`src/rtl/npf_syn_pkg.sv`:
```
// Shared encodings for the nested page fault syndrome encoder.
// Assumes a 64-bit exit-information word; bit positions are fixed by the consumer.
package npf_syn_pkg;
    localparam int SYN_W       = 64;
    localparam int SB_PROT     = 0;
    localparam int SB_WRITE    = 1;
    localparam int SB_USER     = 2;
    localparam int SB_RSVD     = 3;
    localparam int SB_FETCH    = 4;
    localparam int SB_FINAL    = 32;
    localparam int SB_TABLE    = 33;

    typedef enum logic [1:0] {
        ACC_READ  = 2'd0,
        ACC_STORE = 2'd1,
        ACC_FETCH = 2'd2,
        ACC_ALT   = 2'd3
    } acc_kind_e;

    typedef enum logic [1:0] {
        FC_NONE   = 2'd0,
        FC_ABSENT = 2'd1,
        FC_PROT   = 2'd2,
        FC_RSVD   = 2'd3
    } fault_cls_e;

    typedef struct packed {
        logic exec;
        logic write;
        logic read;
    } perm_t;
endpackage

```
`src/rtl/npf_perm_check.sv`:
```
// Permission evaluator: compares the accumulated page rights with the
// requested access kind. Purely combinational; assumes the rights are final.
module npf_perm_check
    import npf_syn_pkg::*;
(
    input  logic      user_ok,
    input  logic      write_ok,
    input  logic      no_exec,
    input  acc_kind_e kind,
    output logic      violation,
    output perm_t     granted
);
    // Decide whether the access breaks a right and trim the grant mask.
    always_comb begin
        violation     = 1'b0;
        granted.read  = 1'b1;
        granted.write = write_ok;
        granted.exec  = ~no_exec;
        if (!user_ok) begin
            violation = 1'b1;
        end
        if (no_exec && kind == ACC_FETCH) begin
            violation = 1'b1;
        end
        if (!write_ok && kind == ACC_STORE) begin
            violation = 1'b1;
        end
    end
endmodule

```
`src/rtl/npf_syn_build.sv`:
```
// Syndrome builder: turns a resolved fault class, access kind and walk flag
// into the exit-information word. Yields zero when the class is FC_NONE.
module npf_syn_build
    import npf_syn_pkg::*;
(
    input  fault_cls_e        cls,
    input  acc_kind_e         kind,
    input  logic              table_walk,
    output logic [SYN_W-1:0]  word
);
    // Cascade the class bits and add the access-kind bits.
    always_comb begin
        word = '0;
        if (cls != FC_NONE) begin
            word[SB_USER]  = 1'b1;
            word[SB_PROT]  = (cls == FC_PROT) || (cls == FC_RSVD);
            word[SB_RSVD]  = (cls == FC_RSVD);
            word[SB_WRITE] = (kind == ACC_STORE);
            word[SB_FETCH] = (kind == ACC_FETCH);
            word[SB_FINAL] = ~table_walk;
            word[SB_TABLE] = table_walk;
        end
    end
endmodule

```
`src/rtl/npf_out_reg.sv`:
```
// Output stage: captures a result on each valid request, holds it otherwise,
// pulses the fault strobe for one cycle and latches the address on faults.
module npf_out_reg
    import npf_syn_pkg::*;
#(
    parameter int GPA_W = 52
) (
    input  logic              clk,
    input  logic              rst_n,
    input  logic              take,
    input  logic              is_fault,
    input  perm_t             mask_in,
    input  logic [SYN_W-1:0]  syn_in,
    input  logic [GPA_W-1:0]  addr_in,
    output perm_t             mask_q,
    output logic              strobe_q,
    output logic [SYN_W-1:0]  syn_q,
    output logic [GPA_W-1:0]  addr_q
);
    // Register the result; the address moves only on a fault.
    always_ff @(posedge clk) begin
        if (!rst_n) begin
            mask_q   <= '0;
            strobe_q <= 1'b0;
            syn_q    <= '0;
            addr_q   <= '0;
        end else if (take) begin
            mask_q   <= is_fault ? perm_t'('0) : mask_in;
            strobe_q <= is_fault;
            syn_q    <= syn_in;
            if (is_fault) begin
                addr_q <= addr_in;
            end
        end else begin
            strobe_q <= 1'b0;
        end
    end
endmodule

```
`src/rtl/npf_syn_enc.sv`:
```
// Nested page fault syndrome encoder (top). Resolves the walker fault class
// against the permission check, then registers the mask or the syndrome.
// Assumes the walker presents its inputs in the same cycle as in_valid.
module npf_syn_enc
    import npf_syn_pkg::*;
#(
    parameter int GPA_W = 52
) (
    input  logic              clk,
    input  logic              rst_n,
    input  logic              in_valid,
    input  logic              prot_user,
    input  logic              prot_write,
    input  logic              prot_nx,
    input  logic [1:0]        access_kind,
    input  logic [1:0]        walk_class,
    input  logic              walk_access,
    input  logic [GPA_W-1:0]  gpa,
    output logic [2:0]        perm_mask,
    output logic              fault_valid,
    output logic [63:0]       syndrome,
    output logic [GPA_W-1:0]  fault_gpa
);
    acc_kind_e          kind;
    fault_cls_e         wcls;
    fault_cls_e         eff_cls;
    logic               viol;
    perm_t              grant;
    perm_t              mask_q;
    logic [SYN_W-1:0]   syn_word;

    assign kind = acc_kind_e'(access_kind);
    assign wcls = fault_cls_e'(walk_class);

    npf_perm_check u_perm (
        .user_ok   (prot_user),
        .write_ok  (prot_write),
        .no_exec   (prot_nx),
        .kind      (kind),
        .violation (viol),
        .granted   (grant)
    );

    // A walker-reported class wins; otherwise a rights violation is a protection fault.
    always_comb begin
        if (wcls != FC_NONE) begin
            eff_cls = wcls;
        end else if (viol) begin
            eff_cls = FC_PROT;
        end else begin
            eff_cls = FC_NONE;
        end
    end

    npf_syn_build u_build (
        .cls        (eff_cls),
        .kind       (kind),
        .table_walk (walk_access),
        .word       (syn_word)
    );

    npf_out_reg #(.GPA_W(GPA_W)) u_out (
        .clk      (clk),
        .rst_n    (rst_n),
        .take     (in_valid),
        .is_fault (eff_cls != FC_NONE),
        .mask_in  (grant),
        .syn_in   (syn_word),
        .addr_in  (gpa),
        .mask_q   (mask_q),
        .strobe_q (fault_valid),
        .syn_q    (syndrome),
        .addr_q   (fault_gpa)
    );

    assign perm_mask = mask_q;
endmodule

```
`config.mk`:
```
export PLATFORM = sky130hd
export DESIGN_NAME = npf_syn_enc
export DESIGN_NICKNAME = d
export VERILOG_FILES = /design/src/rtl/npf_syn_pkg.sv /design/src/rtl/npf_perm_check.sv /design/src/rtl/npf_syn_build.sv /design/src/rtl/npf_out_reg.sv /design/src/rtl/npf_syn_enc.sv
export SDC_FILE = /design/constraint.sdc
export NUM_CORES = 1
export LEC_CHECK = 0
export BUFFER_PORTS_ARGS = -buffer_cell sky130_fd_sc_hd__clkbuf_2
export CORE_MARGIN = 8
export CORE_UTILIZATION = 30
export CTS_BUF_LIST = sky130_fd_sc_hd__clkbuf_2
export CTS_CLUSTER_SIZE = 14
export DETAILED_ROUTE_END_ITERATION = 8
export PLACE_DENSITY = 0.68
export SYNTH_ARGS = -nofsm -noshare
export SYNTH_HDL_FRONTEND = slang
export SYNTH_SLANG_ARGS = --single-unit
```
`constraint.sdc`:
```
create_clock -name clk -period 1.6 [get_ports clk]
set_input_delay 0.24 -clock clk [delete_from_list [all_inputs] [get_ports clk]]
set_output_delay 0.24 -clock clk [all_outputs]
set_load 0.01 [all_outputs]
```
==> flow_summary_export.csv, run 1 <==
group,metric,value,unit
floorplanning,rows,35,
logic_synthesis,ys_seq_elements,63,
setup_path,arrival,1.99,ns
logic_synthesis,synth_compound_area_share,12.31,%
logic_synthesis,ys_warn_count,0,
clock_tree,cts_root_buf,"clkbuf_2",
logic_synthesis,synth_area,2815,um2
detailed_routing,ant_nets,0,
setup_path,cp_max_fo,58,
floorplanning,core,9153,um2
logic_synthesis,synthTopCellsByArea,"dfxtp_1 (45%), buf_4 (15%), nand3_1 (9.6%)",
global_route,overflow,0,
logic_synthesis,ys_types,29,
logic_synthesis,async_reset_ff_share,0,%
global_route,antenna_found_initial,0,
logic_synthesis,synth_fa_ha_area_share,0,%
logic_synthesis,synth.yosys.seq_area_share,44.80,%
clock_tree,cts_buffers,9,
power,p_per_area,822.3,nW/um2
logic_synthesis,synth_commonest_cells,"dfxtp_1 (63), buf_4 (57), nand3_1 (54), nand2_1 (53), o21ai_1 (46)",
power,power.switching,956.6,uW
global_route,grt_max_degree,59,
layout,syn_to_final_growth,41.56,%
layout,fill_cells,903,
clock_tree,clk_latency,0.44,ns
sta,maxSlewViolCount,0,
place,port_buffers,125,
clock_tree,cts_tree,"yes",
logic_synthesis,synth.area.mux_share,0.3556,%
detailed_routing,viasPerCell,4.250,
power,power_leakage,1.917,nW
power,p_seq_share,52.2,%
detailed_routing,wl,7.996,mm
global_route,grt_pass1_vias,2713,
logic_synthesis,synthFlopType,"dfxtp_1",
place,gp_congestion,0.6920,
sta,post-route-min-period,1.600,ns
layout,layout.nets,580,
power,irDropWorstVdd,0.4275,mV
layout,utilization,43.54,%
clock_tree,cts_setup_buffers,0,
clock_tree,clkTransAtPathRegs,0.18,ns
floorplanning,ios,183,
sta,setup_viol,1,
global_route,grt_first_pass_wirelength,13.10,mm
logic_synthesis,synth_top_family_by_area,"simple AND/OR/NAND/NOR gates",
layout,drive_gt1_share,28.93,%
power,p_comb_share,19.7,%
detailed_routing,route.detailed.drc,0,
layout,diodes,0,
sta,period_share,100.0,%
sta,fin_setup_tns,-0.0002989,ns
logic_synthesis,avgSynthCellArea,8.232,um2
power,p_int,2.320,mW
place,dp_worst_setup_slack,-0.02185,ns
logic_synthesis,synth_edf_count,0,
detailed_routing,avgRoutedWirePerCell,12.63,um
floorplanning,dieArea,12740,um2
outcome,failed_checks,"negative setup slack",
sta,hold_viol_final,0,
floorplanning,die_w,112.9,um
sta,rsz0062_at_grt,"no",
sta,skew,0,ns
clock_tree,h-tree-depth,3,
detailed_routing,drt_iter0_markers,129,
logic_synthesis,synth-simple-area-share,21.42,%
sta,max_freq,624.9,MHz
setup_path,critPathKind,"in2reg",
flow_run,cap_violations,0,
setup_path,start_kind,"input pin",
floorplanning,initial_core_util,30.76,%
detailed_routing,first_pass_iters,4,
logic_synthesis,synthCells,342,
logic_synthesis,synth_most_common_cell,"dfxtp_1",
clock_tree,cts.sinks,63,
worst_hold_path,hp-class,"in2reg",
clock_tree,post_cts_resized,0,
sta,worst_slack,-0.0002989,ns
place,dp_hpwl,5.491,mm
logic_synthesis,synth_xor_area_share,0,%
logic_synthesis,yosysTopAreaCell,"dfxtp_1",
setup_path,critPathRequiredTime,1.99,ns
detailed_routing,via_count,2690,
global_route,track_usage,12.46,%
logic_synthesis,yosys.area.top_type_share,44.80,%
power,clkPwrFrac,28.0,%
outcome,status,"finished, violations left",
floorplanning,fp.dieH,112.9,um
clock_tree,hold_buffers,57,
setup_path,end_kind,"flop",
power,switching_share,29.19,%
clock_tree,clk_path_buf_depth,2,
## metal layers
layer	up-vias	global-route usage [%]	part of all wire (%)
met1	1194	13.07	40
met4	0	3.730	0.94
li1	1378	-	-
met5	-	0	0
met2	110	21.55	49
met3	8	6.124	9.6
## layout make-up
type,instances,area (um2),area share [%]
clock buffers,11,55.05,1.381
multi-input cells,250,1174,29.45
inverters,3,11.26,0.2826
well taps,111,138.9,3.485
flip-flops and latches,63,1261,31.65
repair buffers,190,1296,32.53
clock inverters,5,48.80,1.224
## state kept, by name (all words and copies together) (netlist names)
register        cells
u_out.strobe_q      1
u_out.addr_q       52
u_out.syn_q         7
u_out.mask_q        3
## layout by cell type, fill, tap and decap left out, types with 2 or more instances in the layout
cell type,instances
clkbuf_2,135
dfxtp_1,63
conb_1,57
dlygate4sd3_1,57
nand3_1,54
nand2_1,53
o21ai_1,46
a21oi_1,8
o21ai_0,8
nand2b_1,6
buf_4,6
nor2_1,4
clkinv_2,3
buf_12,3
clkinv_1,2
nand4b_1,2
inv_1,2
## final timing paths
kind | from | cells after the start | to | slack, ns
worst max register to register | u_out.mask_q[1] | 3 | u_out.mask_q[1] | 0.86
worst max-delay path | access_kind[1] | 7 | u_out.addr_q[0] | -0.0003
worst min-delay path | prot_nx | 4 | u_out.mask_q[2] | 0.09
worst min register to register | u_out.addr_q[48] | 2 | u_out.addr_q[48] | 0.47
## critical path: stages
cell	delay, ns
dlygate4sd3_1	0.54
clkbuf_2	0.14
and3b_1	0.25
o31ai_4	0.34
buf_12	0.27
nand3_1	0.10
o21ai_1	0.08
## through the flow
step / std cells / hold slack, ns / instance area [um2] / power (mW)
global placement: 560 / 0.4413 / 3311 / 2.261
global route: 633 / 0.01184 / 3985 / 3.514
finish: 633 / 0.09146 / 3985 / 3.277
floorplan: 398 / 0.3726 / 3025 / 2.160
CTS: 633 / 0.005066 / 3985 / 3.335
detailed placement: 560 / 0.4482 / 3311 / 2.275
## cell families (layout without fill, tap and decap cells)
group                  Yosys count  after routing
AO/OA/AOI/OAI                   65             65
other                            1             57
buffers and inverters           85            209
flip-flops                      63             63
AND/OR/NAND/NOR                127            127
multiplexers                     1              1
## power by group through the flow
stage / combinational [mW] / clock, mW / sequential (mW)
6_report: 0.646 / 0.919 / 1.71
2_1_floorplan: 0.372 / 0 / 1.79
4_1_cts: 0.639 / 0.984 / 1.71
5_1_grt: 0.715 / 1.07 / 1.72
3_3_place_gp: 0.520 / 0 / 1.74
3_5_place_dp: 0.530 / 0 / 1.74
(Power assumes the default switching activity.)
==> inputs of run 2 (changes only) <==
--- a/config.mk
+++ b/config.mk
@@ -11,7 +11,8 @@
 export CTS_BUF_LIST = sky130_fd_sc_hd__clkbuf_2
 export CTS_CLUSTER_SIZE = 14
 export DETAILED_ROUTE_END_ITERATION = 8
-export PLACE_DENSITY = 0.68
+export PLACE_DENSITY_LB_ADDON = 0.25
+export SLEW_MARGIN = 20
 export SYNTH_ARGS = -nofsm -noshare
 export SYNTH_HDL_FRONTEND = slang
 export SYNTH_SLANG_ARGS = --single-unit
==> run 2 against run 1 <==
Compared with the run above: the run now ends clean; hold slack got worse by 0.0037 ns; sequential share of layout area down 0.079 points; clock skew did not move; cell count is the same; clock-buffer cell count fell by 1; critical path type unchanged; critical endpoint is now u_out.addr_q[31]; largest power group unchanged; highest routed layer unchanged.
==> flow_summary_export.csv, run 2 (synthesis results as in run 1) <==
group,metric,value,unit
place,port_buffers,125,
setup_path,startpoint,"prot_write",
power,irDropWorstVdd,0.3197,mV
power,p_comb_share,21.2,%
clock_tree,cts.sinks,63,
detailed_routing,first_pass_iters,4,
power,finalPower,3.121,mW
floorplanning,dieArea,12740,um2
clock_tree,post_cts_resized,0,
setup_path,critPathKind,"in2reg",
clock_tree,clk_path_buf_depth,2,
outcome,status,"complete, no violations",
clock_tree,cts_tree,"yes",
setup_path,worst_path_max_delay_cell,"dlygate4sd3_1",
setup_path,r2r_start,"u_out.mask_q[1]",
detailed_routing,ant_nets,0,
setup_path,cp_max_fo,27,
layout,final_cell_mix,"clkbuf_2 (134), dfxtp_1 (63), conb_1 (57), dlygate4sd3_1 (57), nand3_1 (54)",
global_route,overflow,0,
global_route,grt_first_pass_wirelength,12.91,mm
sta,setup_viol,0,
sta,period_share,97.17,%
setup_path,reg2regPathDepth,3,
detailed_routing,viasPerCell,4.180,
floorplanning,rows,35,
layout,utilization,43.65,%
floorplanning,die_w,112.9,um
setup_path,worst-path-stages,8,
clock_tree,cts_root_buf,"clkbuf_2",
layout,syn_to_final_growth,41.91,%
power,power.switching,961.5,uW
global_route,track_usage,12.30,%
sta,post-route-min-period,1.555,ns
setup_path,cp-endpoint,"u_out.addr_q[31]",
setup_path,regToRegSetupSlack,0.84,ns
sta,maxSlewViolCount,0,
layout,largest_register,"u_out.addr_q",
worst_hold_path,min-delay-start,"walk_class[0]",
setup_path,cp_top_family,"buffers and inverters",
power,p_per_area,781.3,nW/um2
layout,layout.nets,581,
floorplanning,initial_core_util,30.76,%
detailed_routing,route.detailed.drc,0,
place,dp.cells,558,
clock_tree,h-tree-depth,3,
layout,drive_gt1_share,28.93,%
worst_hold_path,hp-class,"in2reg",
sta,fin_setup_tns,0,ns
layout,finalNonFillerCells,633,
flow_run,cap_violations,0,
sta,hold_viol_final,0,
detailed_routing,wl,8.157,mm
sta,rsz0062_at_grt,"no",
setup_path,start_kind,"input pin",
floorplanning,core,9153,um2
setup_path,max_stage_delay,0.54,ns
clock_tree,cts_buffers,9,
place,gp_congestion,0.7282,
setup_path,critPathRequiredTime,1.93,ns
detailed_routing,avgRoutedWirePerCell,12.89,um
sta,skew,0,ns
setup_path,path_cells,"dlygate4sd3_1 -> clkbuf_2 -> nor3b_2 -> o31ai_4 -> buf_4 -> buf_12 -> nand3_1 -> o21ai_0",
power,switching_share,30.80,%
place,dp_hpwl,5.564,mm
layout,fill_cells,918,
place,place_area,3308,um2
layout,layout_commonest_cell,"clkbuf_2",
detailed_routing,via_count,2646,
setup_path,end_kind,"flop",
power,power_leakage,1.915,nW
floorplanning,fp.dieH,112.9,um
power,p_seq_share,54.9,%
sta,max_freq,643.2,MHz
layout,final_area,3995,um2
layout,largest_register_ffs,52,
global_route,grt_max_degree,55,
setup_path,path_buf_inv,4,
floorplanning,ios,183,
layout,diodes,0,
power,clkPwrFrac,23.9,%
clock_tree,clkTransAtPathRegs,0.16,ns
setup_path,arrival,1.89,ns
global_route,grt_pass1_vias,2606,
detailed_routing,drt_iter0_markers,95,
power,p_int,2.160,mW
layout,top_regs,"u_out.addr_q: 52 flops, u_out.syn_q: 7 flops, u_out.mask_q: 3 flops",
global_route,antenna_found_initial,0,
setup_path,r2r-end,"u_out.mask_q[1]",
clock_tree,clk_latency,0.45,ns
-- run 2: cell count changes in the layout (fill, tap and decap cells not counted) --
cell        delta
clkbuf_2       -1
clkbuf_16      +1
buf_4          -1
bufinv_16      -1
clkinvlp_4     +1
buf_12         +1
-- run 2: what timing repair did --
action | 4_1_cts | 5_1_grt
setup endpoints to repair | 0 | 5
hold endpoints to repair | 56 | 3
buffers inserted | 0 | 2
hold buffers | 55 | 2
-- run 2: area by class of cell --
cell class	instances	area, um2	area share [%]
repair buffers	191	1334	33.39
flip-flops and latches	63	1261	31.57
multi-input cells	250	1174	29.38
well taps	111	138.9	3.476
clock buffers	10	50.05	1.253
clock inverters	5	26.28	0.6577
inverters	3	11.26	0.2819
-- run 2: worst reg2reg max path: stages (launching register included) --
cell and delay [ns]:
dfxtp_1 0.35, nor2b_1 0.12, a31oi_1 0.16, nor2_1 0.05
-- run 2: power groups by stage --
stage               clock network, mW  logic [mW]  registers, mW
floorplan                           0       0.372           1.79
global placement                    0       0.527           1.74
detailed placement                  0       0.532           1.75
CTS                             0.821       0.638           1.71
global route                    0.894       0.732           1.73
finish                          0.746       0.662           1.71
-- run 2: worst min-delay path by stage --
stage,depth (start not counted),slack [ns],end
floorplan,2,0.37,u_out.addr_q[0]
global placement,2,0.44,u_out.addr_q[2]
detailed placement,2,0.45,u_out.addr_q[27]
CTS,3,0.001,u_out.syn_q[4]
global route,3,0.00002,u_out.syn_q[3]
finish,3,0.09,u_out.syn_q[3]
-- run 2: through the flow --
step	hold WS, ns	setup slack (ns)
6_report	0.08773	0.04529
2_1_floorplan	0.3726	0.1873
3_5_place_dp	0.4472	-0.01418
3_3_place_gp	0.4419	0.01337
5_1_grt	0.00001671	0.04042
4_1_cts	0.001094	0.08058
-- run 2: routing by layer --
metal  vias up  wire length (um)  track usage, %
li1       1381                 -               -
met1      1151              3469           13.36
met2       110              3861           20.39
met3         4               773           6.709
met4         0                53           3.286
met5         -                 0               0
